$ cat config.mk
export PLATFORM = sky130hd
export DESIGN_NAME = rfs_mode_select
export DESIGN_NICKNAME = d
export VERILOG_FILES = /design/src/rtl/rfs_pkg.sv /design/src/rtl/rfs_group_occ.sv /design/src/rtl/rfs_cost_pick.sv /design/src/rtl/rfs_cmd_seq.sv /design/src/rtl/rfs_rst_sync.sv /design/src/rtl/rfs_mode_select.sv
export SDC_FILE = /design/constraint.sdc
export NUM_CORES = 1
export LEC_CHECK = 0
export BUFFER_PORTS_ARGS = -buffer_cell sky130_fd_sc_hd__buf_2
export CELL_PAD_IN_SITES_DETAIL_PLACEMENT = 1
export CELL_PAD_IN_SITES_GLOBAL_PLACEMENT = 1
export CORE_MARGIN = 3
export CORE_UTILIZATION = 40
export CTS_CLUSTER_SIZE = 12
export DETAILED_ROUTE_END_ITERATION = 8
export PLACE_DENSITY_LB_ADDON = 0.3
export SLEW_MARGIN = 5
export SYNTH_ARGS = -nofsm -noshare
export SYNTH_HDL_FRONTEND = slang
export SYNTH_SLANG_ARGS = --single-unit
$ cat constraint.sdc
create_clock -name clk -period 2.26 [get_ports clk]
set_input_delay 0.678 -clock clk [delete_from_list [all_inputs] [get_ports clk]]
set_output_delay 0.678 -clock clk [all_outputs]
set_load 0.1 [all_outputs]
$ cat src/rtl/rfs_pkg.sv
package rfs_pkg;

  typedef enum logic [1:0] {
    RM_ALL  = 2'b00,
    RM_HALF = 2'b01,
    RM_QUAD = 2'b10,
    RM_BANK = 2'b11
  } rmode_e;

  typedef enum logic [1:0] {
    SQ_IDLE  = 2'b00,
    SQ_PICK  = 2'b01,
    SQ_ISSUE = 2'b10,
    SQ_FIN   = 2'b11
  } seq_state_e;

endpackage

$ cat src/rtl/rfs_group_occ.sv
// Reduces a bank mask to one occupancy bit per group of GSIZE adjacent banks.
module rfs_group_occ #(
  parameter int NBANK = 8,
  parameter int GSIZE = 4
) (
  input  logic [NBANK-1:0]       bank_mask_i,
  output logic [NBANK/GSIZE-1:0] occ_o
);
  localparam int NGRP = NBANK / GSIZE;

  for (genvar g = 0; g < NGRP; g++) begin : g_grp
    assign occ_o[g] = |bank_mask_i[g*GSIZE +: GSIZE];
  end
endmodule

$ cat src/rtl/rfs_cost_pick.sv
// Weighs the four granularities over the weak-bank mask and picks the cheapest.
module rfs_cost_pick
  import rfs_pkg::*;
#(
  parameter int NBANK  = 8,
  parameter int W_ALL  = 1000,
  parameter int W_HALF = 758,
  parameter int W_QUAD = 575,
  parameter int W_BANK = 435
) (
  input  logic [NBANK-1:0] bank_mask_i,
  output rmode_e           mode_o,
  output logic [NBANK-1:0] units_o
);
  localparam int NHALF = 2;
  localparam int NQUAD = 4;
  localparam int WSUM  = W_ALL + W_HALF + W_QUAD + W_BANK;
  localparam int CW    = $clog2(NBANK * WSUM + 1);
  localparam int NW    = $clog2(NBANK + 1);

  logic [0:0]       occ_all;
  logic [NHALF-1:0] occ_half;
  logic [NQUAD-1:0] occ_quad;

  rfs_group_occ #(.NBANK(NBANK), .GSIZE(NBANK))       u_occ_all  (.bank_mask_i(bank_mask_i), .occ_o(occ_all));
  rfs_group_occ #(.NBANK(NBANK), .GSIZE(NBANK/NHALF)) u_occ_half (.bank_mask_i(bank_mask_i), .occ_o(occ_half));
  rfs_group_occ #(.NBANK(NBANK), .GSIZE(NBANK/NQUAD)) u_occ_quad (.bank_mask_i(bank_mask_i), .occ_o(occ_quad));

  logic [NW-1:0] n_all, n_half, n_quad, n_bank;
  logic [CW-1:0] c_all, c_half, c_quad, c_bank, c_best;

  always_comb begin
    n_all  = NW'(occ_all[0]);
    n_half = '0;
    n_quad = '0;
    n_bank = '0;
    for (int i = 0; i < NHALF; i++) n_half = n_half + NW'(occ_half[i]);
    for (int i = 0; i < NQUAD; i++) n_quad = n_quad + NW'(occ_quad[i]);
    for (int i = 0; i < NBANK; i++) n_bank = n_bank + NW'(bank_mask_i[i]);
  end

  assign c_all  = CW'(n_all)  * CW'(W_ALL);
  assign c_half = CW'(n_half) * CW'(W_HALF);
  assign c_quad = CW'(n_quad) * CW'(W_QUAD);
  assign c_bank = CW'(n_bank) * CW'(W_BANK);

  // Coarse to fine with strict less-than: a tie keeps the coarser mode.
  always_comb begin
    mode_o = RM_ALL;
    c_best = c_all;
    if (c_half < c_best) begin mode_o = RM_HALF; c_best = c_half; end
    if (c_quad < c_best) begin mode_o = RM_QUAD; c_best = c_quad; end
    if (c_bank < c_best) begin mode_o = RM_BANK; c_best = c_bank; end
  end

  always_comb begin
    units_o = '0;
    unique case (mode_o)
      RM_ALL:  units_o[0]         = occ_all[0];
      RM_HALF: units_o[NHALF-1:0] = occ_half;
      RM_QUAD: units_o[NQUAD-1:0] = occ_quad;
      default: units_o            = bank_mask_i;
    endcase
  end
endmodule

$ cat src/rtl/rfs_cmd_seq.sv
// Captures a row set, latches the chosen mode and emits one command per unit.
module rfs_cmd_seq
  import rfs_pkg::*;
#(
  parameter int NBANK = 8,
  localparam int SW   = $clog2(NBANK)
) (
  input  logic             clk,
  input  logic             rst_n,
  input  logic             start_i,
  input  logic [NBANK-1:0] mask_i,
  input  logic             fine_i,
  output logic [NBANK-1:0] mask_q_o,
  input  rmode_e           pick_mode_i,
  input  logic [NBANK-1:0] pick_units_i,
  output logic             valid_o,
  input  logic             ready_i,
  output rmode_e           mode_o,
  output logic [SW-1:0]    sel_o,
  output logic             fine_o,
  output logic             done_o
);
  seq_state_e       state_q, state_d;
  logic [NBANK-1:0] mask_q;
  logic             fine_q;
  rmode_e           mode_q;
  logic [NBANK-1:0] pend_q, pend_d;
  logic             cap_en, pick_en, pend_en;
  logic [SW-1:0]    low_idx;
  logic [NBANK-1:0] low_bit;

  always_comb begin
    low_idx = '0;
    for (int i = NBANK - 1; i >= 0; i--) begin
      if (pend_q[i]) low_idx = SW'(i);
    end
    low_bit = '0;
    low_bit[low_idx] = 1'b1;
  end

  always_comb begin
    state_d = state_q;
    pend_d  = pend_q;
    cap_en  = 1'b0;
    pick_en = 1'b0;
    pend_en = 1'b0;
    unique case (state_q)
      SQ_IDLE: if (start_i) begin
        cap_en  = 1'b1;
        state_d = SQ_PICK;
      end
      SQ_PICK: begin
        pick_en = 1'b1;
        pend_en = 1'b1;
        pend_d  = pick_units_i;
        state_d = (pick_units_i == '0) ? SQ_FIN : SQ_ISSUE;
      end
      SQ_ISSUE: if (ready_i) begin
        pend_en = 1'b1;
        pend_d  = pend_q & ~low_bit;
        if ((pend_q & ~low_bit) == '0) state_d = SQ_FIN;
      end
      default: state_d = SQ_IDLE;
    endcase
  end

  always_ff @(posedge clk or negedge rst_n) begin
    if (!rst_n) state_q <= SQ_IDLE;
    else        state_q <= state_d;
  end

  always_ff @(posedge clk or negedge rst_n) begin
    if (!rst_n) begin
      mask_q <= '0;
      fine_q <= 1'b0;
    end else if (cap_en) begin
      mask_q <= mask_i;
      fine_q <= fine_i;
    end
  end

  always_ff @(posedge clk or negedge rst_n) begin
    if (!rst_n)       mode_q <= RM_ALL;
    else if (pick_en) mode_q <= pick_mode_i;
  end

  always_ff @(posedge clk or negedge rst_n) begin
    if (!rst_n)       pend_q <= '0;
    else if (pend_en) pend_q <= pend_d;
  end

  assign mask_q_o = mask_q;
  assign valid_o  = (state_q == SQ_ISSUE);
  assign done_o   = (state_q == SQ_FIN);
  assign mode_o   = mode_q;
  assign sel_o    = low_idx;
  assign fine_o   = fine_q && (mode_q != RM_BANK);
endmodule

$ cat src/rtl/rfs_rst_sync.sv
// Asynchronous assertion, synchronous release.
module rfs_rst_sync #(
  parameter int STAGES = 2
) (
  input  logic clk,
  input  logic rst_n,
  output logic rst_sync_n
);
  logic [STAGES-1:0] sync_q;

  always_ff @(posedge clk or negedge rst_n) begin
    if (!rst_n) sync_q <= '0;
    else        sync_q <= {sync_q[STAGES-2:0], 1'b1};
  end

  assign rst_sync_n = sync_q[STAGES-1];
endmodule

$ cat src/rtl/rfs_mode_select.sv
module rfs_mode_select
  import rfs_pkg::*;
#(
  parameter int NBANK  = 8,
  parameter int W_ALL  = 1000,
  parameter int W_HALF = 758,
  parameter int W_QUAD = 575,
  parameter int W_BANK = 435,
  localparam int SW    = $clog2(NBANK)
) (
  input  logic             clk,
  input  logic             rst_n,
  input  logic             start_i,
  input  logic [NBANK-1:0] weak_mask_i,
  input  logic             fine_gran_i,
  output logic             cmd_valid_o,
  input  logic             cmd_ready_i,
  output logic [1:0]       cmd_mode_o,
  output logic [SW-1:0]    cmd_sel_o,
  output logic             cmd_fine_o,
  output logic             done_o
);
  logic             rst_sync_n;
  logic [NBANK-1:0] mask_q;
  rmode_e           pick_mode;
  logic [NBANK-1:0] pick_units;
  rmode_e           seq_mode;

  rfs_rst_sync #(.STAGES(2)) u_rst (
    .clk(clk), .rst_n(rst_n), .rst_sync_n(rst_sync_n)
  );

  rfs_cost_pick #(
    .NBANK(NBANK), .W_ALL(W_ALL), .W_HALF(W_HALF), .W_QUAD(W_QUAD), .W_BANK(W_BANK)
  ) u_pick (
    .bank_mask_i(mask_q), .mode_o(pick_mode), .units_o(pick_units)
  );

  rfs_cmd_seq #(.NBANK(NBANK)) u_seq (
    .clk(clk), .rst_n(rst_sync_n),
    .start_i(start_i), .mask_i(weak_mask_i), .fine_i(fine_gran_i),
    .mask_q_o(mask_q), .pick_mode_i(pick_mode), .pick_units_i(pick_units),
    .valid_o(cmd_valid_o), .ready_i(cmd_ready_i),
    .mode_o(seq_mode), .sel_o(cmd_sel_o), .fine_o(cmd_fine_o), .done_o(done_o)
  );

  assign cmd_mode_o = seq_mode;
endmodule

### Word-level counts from Yosys, hierarchy flattened

Cells that the tools add are included.

* multipliers: 4
* bitwise logic cells: 2
* add/sub/neg operators: 11
* eq/ne operators: 9
* $lt $le $gt $ge: 5
* multiplexer cells: 31
* reduce and logical (&&, ||, !) cells: 18

Operators by type and width (number)
* 4-bit by 1-bit adder with 4-bit output: 8
* 14-bit less-than comparator: 2
* 14-bit 2-to-1 mux: 2
* 4-bit by 9-bit multiplier with 13-bit output (second input constant): 2
* 3-bit 2-to-1 mux: 8
* 8-bit logical NOT: 2
* 8-bit case mux with 2 select lines: 1
* 13-bit by 14-bit less-than comparator with 1-bit output: 1
* 4-bit by 10-bit multiplier with 14-bit output (second input constant): 1
* 2-bit 2-to-1 mux: 5
* 2-bit OR reduction: 5
* 8-bit bitwise AND: 1
* 1-bit by 7-bit multiplier with 8-bit output (second input constant): 1
* 8-bit 2-to-1 mux: 1
* 8-bit inverter: 1
* 4-bit OR reduction: 2
* 8-bit OR reduction: 1
* 1-bit 2-to-1 mux: 7
* 1-bit by 1-bit adder with 2-bit output: 3
* 2-bit equality test (second input constant): 3
* 1-bit case mux with 3 select lines: 2
* 2-bit case mux with 3 select lines: 1
* 3-bit AND reduction: 2
* 2-bit by 1-bit equality test with 1-bit output (second input constant): 2
* other kinds (12): 16

* input bits: 13
* logic and storage cells: 86
* register bits: 23

### Depth between registers and ports, before layout

* depth after elaboration: 18
* depth in mapped cells: 30
* mapped depth without buffers: 30

### Modules after synthesis

Synthesis repeated with hierarchy kept, for this count alone.

* cell total of the unflattened synthesis: 365
* area total of the unflattened synthesis: 3208.1 um^2

Modules (own cells, without submodules)
* rfs_cost_pick: cells each 247, area an instance 1966.9 um^2, times used 1
* rfs_cmd_seq: cells each 106, area an instance 1131.1 um^2, times used 1
* rfs_rst_sync: cells each 3, area an instance 53.8 um^2, times used 1
* rfs_group_occ at u_pick.u_occ_quad: cells each 4, area an instance 25.0 um^2, times used 1
* rfs_group_occ at u_pick.u_occ_all: cells each 3, area an instance 16.3 um^2, times used 1
* rfs_group_occ at u_pick.u_occ_half: cells each 2, area an instance 15.0 um^2, times used 1

### Worst setup path after synthesis

No wires, ideal clock.

* kind: register -> register
* start: reg u_seq.mask_q[0] (netlist: u_seq.mask_q_o[0])
* end: reg u_seq.state_q[0]
* arrival time: 6.224 ns
* stages on the path, launching flop included: 31
* path slack: -4.102 ns
* path through: dfrtp_1 -> inv_1 -> ha_1 -> ha_1 -> inv_1 -> fa_1 -> ha_1 -> inv_1 -> ha_1 -> ha_1 -> fa_1 -> a21oi_1 -> nor2b_1 -> o21ai_0 -> nand2_1 -> mux2i_1 -> ha_1 -> o21ai_0 -> nor2_1 -> nor3_1 -> o21a_1 -> clkbuf_1 -> a21oi_1 -> ha_1 -> a21o_1 -> a21o_1 -> a211oi_1 -> o21bai_1 -> a221oi_4 -> mux2i_1 -> o221ai_1

* cells in the longest elaborated chain, start to end: 16
* elaborated cells between the ends (all ways): 38

RTL lines
* start: declaration: line rfs_cmd_seq.sv:24 `logic [NBANK-1:0] mask_q;`
* start signal: assignment: line rfs_cmd_seq.sv:77 `mask_q <= mask_i;`
* 1-bit by 1-bit adder with 2-bit output: line rfs_cost_pick.sv:39 `for (int i = 0; i < NBANK; i++) n_bank = n_bank + NW'(bank_mask_i[i]);`
* 4-bit by 1-bit adder with 4-bit output (6 in a row): line rfs_cost_pick.sv:39
* 4-bit by 9-bit multiplier with 13-bit output: line rfs_cost_pick.sv:45 `assign c_bank = CW'(n_bank) * CW'(W_BANK);`
* 13-bit by 14-bit less-than comparator with 1-bit output: line rfs_cost_pick.sv:53 `if (c_bank < c_best) begin mode_o = RM_BANK; c_best = c_bank; end`
* 2-bit 2-to-1 mux: line rfs_cost_pick.sv:53
* 2-bit by 1-bit equality test with 1-bit output, or another cell as far along: line rfs_cost_pick.sv:58 `unique case (mode_o)`
* 2-bit OR reduction (no line) / 3-bit OR reduction (equally long branches)
* 2-bit case mux with 2 select lines / 4-bit 2-to-1 mux (equally long branches): line rfs_cost_pick.sv:58
* 8-bit logical NOT *: line rfs_cmd_seq.sv:56 `state_d = (pick_units_i == '0) ? SQ_FIN : SQ_ISSUE;`
* 1-bit 2-to-1 mux *: line rfs_cmd_seq.sv:56
* 2-bit case mux with 3 select lines *: line rfs_cmd_seq.sv:47 `unique case (state_q)`
* end signal: assignment: line rfs_cmd_seq.sv:69 `else state_q <= state_d;`
* end: declaration: line rfs_cmd_seq.sv:23 `seq_state_e state_q, state_d;`

Every way passes the cells marked *; elsewhere a longest branch is shown, timed or not.
A chain may end at the register's enable or synchronous reset.

### Worst setup path in the final report

* start: reg u_seq.mask_q[1] (netlist: u_seq.mask_q_o[1])
* end: reg u_seq.pend_q[3]

* cells in the longest elaborated chain, start to end: 14
* elaborated cells between the ends (all ways): 32

RTL lines
* 1-bit by 1-bit adder with 2-bit output: line rfs_cost_pick.sv:39
* 4-bit by 1-bit adder with 4-bit output (6 in a row): line rfs_cost_pick.sv:39
* 4-bit by 9-bit multiplier with 13-bit output: line rfs_cost_pick.sv:45
* 13-bit by 14-bit less-than comparator with 1-bit output: line rfs_cost_pick.sv:53
* 2-bit 2-to-1 mux *: line rfs_cost_pick.sv:53
* 2-bit by 1-bit equality test with 1-bit output / 2-bit logical NOT (equally long branches): line rfs_cost_pick.sv:58
* 2-bit OR reduction (no line)
* 2-bit case mux with 2 select lines *: line rfs_cost_pick.sv:58
* 8-bit case mux with 2 select lines *: line rfs_cmd_seq.sv:47
* end signal: assignment: line rfs_cmd_seq.sv:89 `else if (pend_en) pend_q <= pend_d;`
* end: declaration: line rfs_cmd_seq.sv:27 `logic [NBANK-1:0] pend_q, pend_d;`

Marks and branches as above.

==> metrics.txt <==
die area=8530 um2; top_reg_cell synth=dfrtp_1; post-synthesis cell area=2980 um2; top cell type by total area after synthesis=ha_1; initial antenna violation count=0; clock latency on the worst-skew pair=0.27 ns; final slew viol count=0; gr ovfl total=0; Fin. Hold Viols=0; status=finished with violations; R2R cell count=30; simple-gate share of the synthesized area=12.5%; HP Class=in2async; CTS max path bufs=2; clock buffer count from CTS=3; pin count of the biggest net entering global routing=22; H-tree levels=1; GP Congestion=0.838; register area share after synthesis=19.3%; die width=92.4 um; TritonCTS Sinks=23; Slew HR=38.9%; CTS root buf=clkbuf_8; DR pass1 iterations=4; post-synthesis cell count=341; Slew @ Worst Pin=0.917 ns; Routed WL=13.1 mm; main combinational cell family by area after synthesis=adder cells; top-count cell post-synth=ha_1; Initial Util=42.5%; CTS tree=done; critical path fanouts, max=5; FP Rows=30; Area contributors post-synth=ha_1 26%, dfrtp_1 19%, fa_1 6.7%; via density per instance=5.69; EDFF count, synth=0; Worst setup EP type=flip-flop; Core Region=7020 um2; number of distinct library cells after synthesis=48; Clock Skew=0.00129 ns; ANT cells=0; die boundary height=92.4 um; Crit Path Category=reg2reg; Final nets=552; fillers=781; XOR/XNOR Fraction of Synth Area=3.23%; Required @ worst endpoint=2.40 ns; max-cap violations=0; Crit path largest cell delay=0.39 ns; Min Clock Period, post-route=6.26 ns; total number of vias=3205; Worst Setup Start Kind=flip-flop; RSZ-0062 raised after global routing=true; top cells by count, synth=61 x ha_1, 47 x inv_1, 30 x nor2_1; Total Routing Usage GR=29.5%; critical path's slowest cell=dfrtp_1; post-synthesis compound-gate area fraction=19.5%; vias in the first global route=3581; wire length per cell=23.2 um; Final Worst Setup Slack=-4.00 ns; failing checks=negative setup slack; area growth from synthesis to layout=53.9%; f_max=160 MHz; Post-route DRC=0; final setup TNS=-43.31 ns; Synth Area in Adders=32.3%; fin crit share=277%; DP HPWL=7.81 mm; Antenna Nets Post-Route=0; Post-synth ARST share=100%; register bit total from synthesis=23; mux cell area share after synthesis=6.80%; PortBufs=20; clock transition at the registers of the reported paths=0.08 ns; Synth Warn #=0; first-pass GRT wire length=19.5 mm; cts hold-fix bufs=0; WP data arrival=6.40 ns; Post-Syn Nets=425; Avg Cell Area, Syn=8.75 um2; post-synth top area share=25.6%; first-iteration detailed-routing DRC count=135; layout cells sized above 1=48.0%; Setup Viol. Count Final=12; IO Count=21
## stage by stage
| step | setup slack, ns | instances | hold WS, ns | cell area (um2) | util (%) |
|---|---|---|---|---|---|
| after CTS | -3.78 | 558 | 0.171 | 4470 | 63.7 |
| after global routing | -4.14 | 563 | 0.164 | 4590 | 65.4 |
| after detailed placement | -4.12 | 540 | 0.346 | 4090 | 58.3 |
| after global placement | -3.81 | 540 | 0.342 | 4090 | 58.3 |
| after floorplan | -3.60 | 341 | 0.267 | 3180 | - |
| final | -4.00 | 563 | 0.171 | 4590 | 65.4 |
## area by class of cell
class                           count  area (um2)  area share (%)
Clock buffer                        4        45.0           0.981
Inverter                           47         179            3.90
Multi-Input combinational cell    268        2690            58.7
Sequential cell                    23         579            12.6
Tap cell                           96         120            2.62
Timing Repair Buffer              125         975            21.2
## registers in the layout, indices dropped and copies added, names as in the netlist
register,cells
u_seq.pend_q,8
u_seq.fine_q,1
u_seq.mode_o,2
u_seq.mask_q_o,8
u_seq.state_q,2
u_rst.sync_q,2
## worst paths after layout
| check | slack (ns) | from | to |
|---|---|---|---|
| worst min register to register | 0.36 | u_rst.sync_q[0]$_DFF_PN0_ | u_rst.sync_q[1]$_DFF_PN0_ |
| max in group asynchronous | 1.25 | u_rst.sync_q[1]$_DFF_PN0_ | u_seq.pend_q[6]$_DFFE_PN0P_ |
| worst max register to register | -4.00 | u_seq.mask_q_o[1]$_DFFE_PN0P_ | u_seq.pend_q[3]$_DFFE_PN0P_ |
| worst max-delay path | -4.00 | u_seq.mask_q_o[1]$_DFFE_PN0P_ | u_seq.pend_q[3]$_DFFE_PN0P_ |
| worst min-delay path | 0.17 | rst_n | u_rst.sync_q[0]$_DFF_PN0_ |
| min in group clk | 0.36 | u_rst.sync_q[0]$_DFF_PN0_ | u_rst.sync_q[1]$_DFF_PN0_ |
## what timing repair did
item	4_1_cts	5_1_grt
buffers inserted	13	8
cloned	1	0
resized for setup	49	28
setup endpoints to repair	12	15
hold endpoints to repair	0	0
pin swaps	29	18
## worst max-delay path, delay by kind of cell (launching register included)
family,cells,cell delay (ns)
compound gates,11,2.21
fa+ha+maj,8,2.03
buf+inv,6,0.68
flops,1,0.39
simple gates,3,0.38
mux,1,0.22
xor+xnor,1,0.21
## per-layer routing
layer,GRT usage [%],vias to the layer above,part of all wire (%)
met5,0,-,0
met4,13.7,0,6.8
met3,3.09,64,3.8
met2,56.3,116,53
met1,32.4,1579,36
li1,-,1446,-
## cell usage in the layout, fill, tap and decap left out, drive strengths merged, types with 2 or more instances in the layout
cell and instances:
nand2b 6, nand3 8, mux2i 9, o21ai 19, nand2 18, or3 2, and2 2, nor2b 4
o21bai 4, ha 61, fa 10, nor4 3, o41ai 3, xnor2 9, xor2 2, buf 125
a21boi 2, o311ai 3, a211oi 4, a21o 10, mux2 10, a22o 2, a21oi 24, inv 47
o21a 3, a31oi 3, dfrtp 23, nor2 30, clkbuf 4, a22oi 2
## logic make-up after synthesis
group | Yosys count
fa+ha+maj | 71
compound gates | 86
simple gates | 80
buf+inv | 50
other cells | 1
mux | 19
flops | 23
xor+xnor | 11
Power is left out: the tool's default activity adds up to more than one toggle a clock period on the data nets, which glitch-free logic cannot reach.
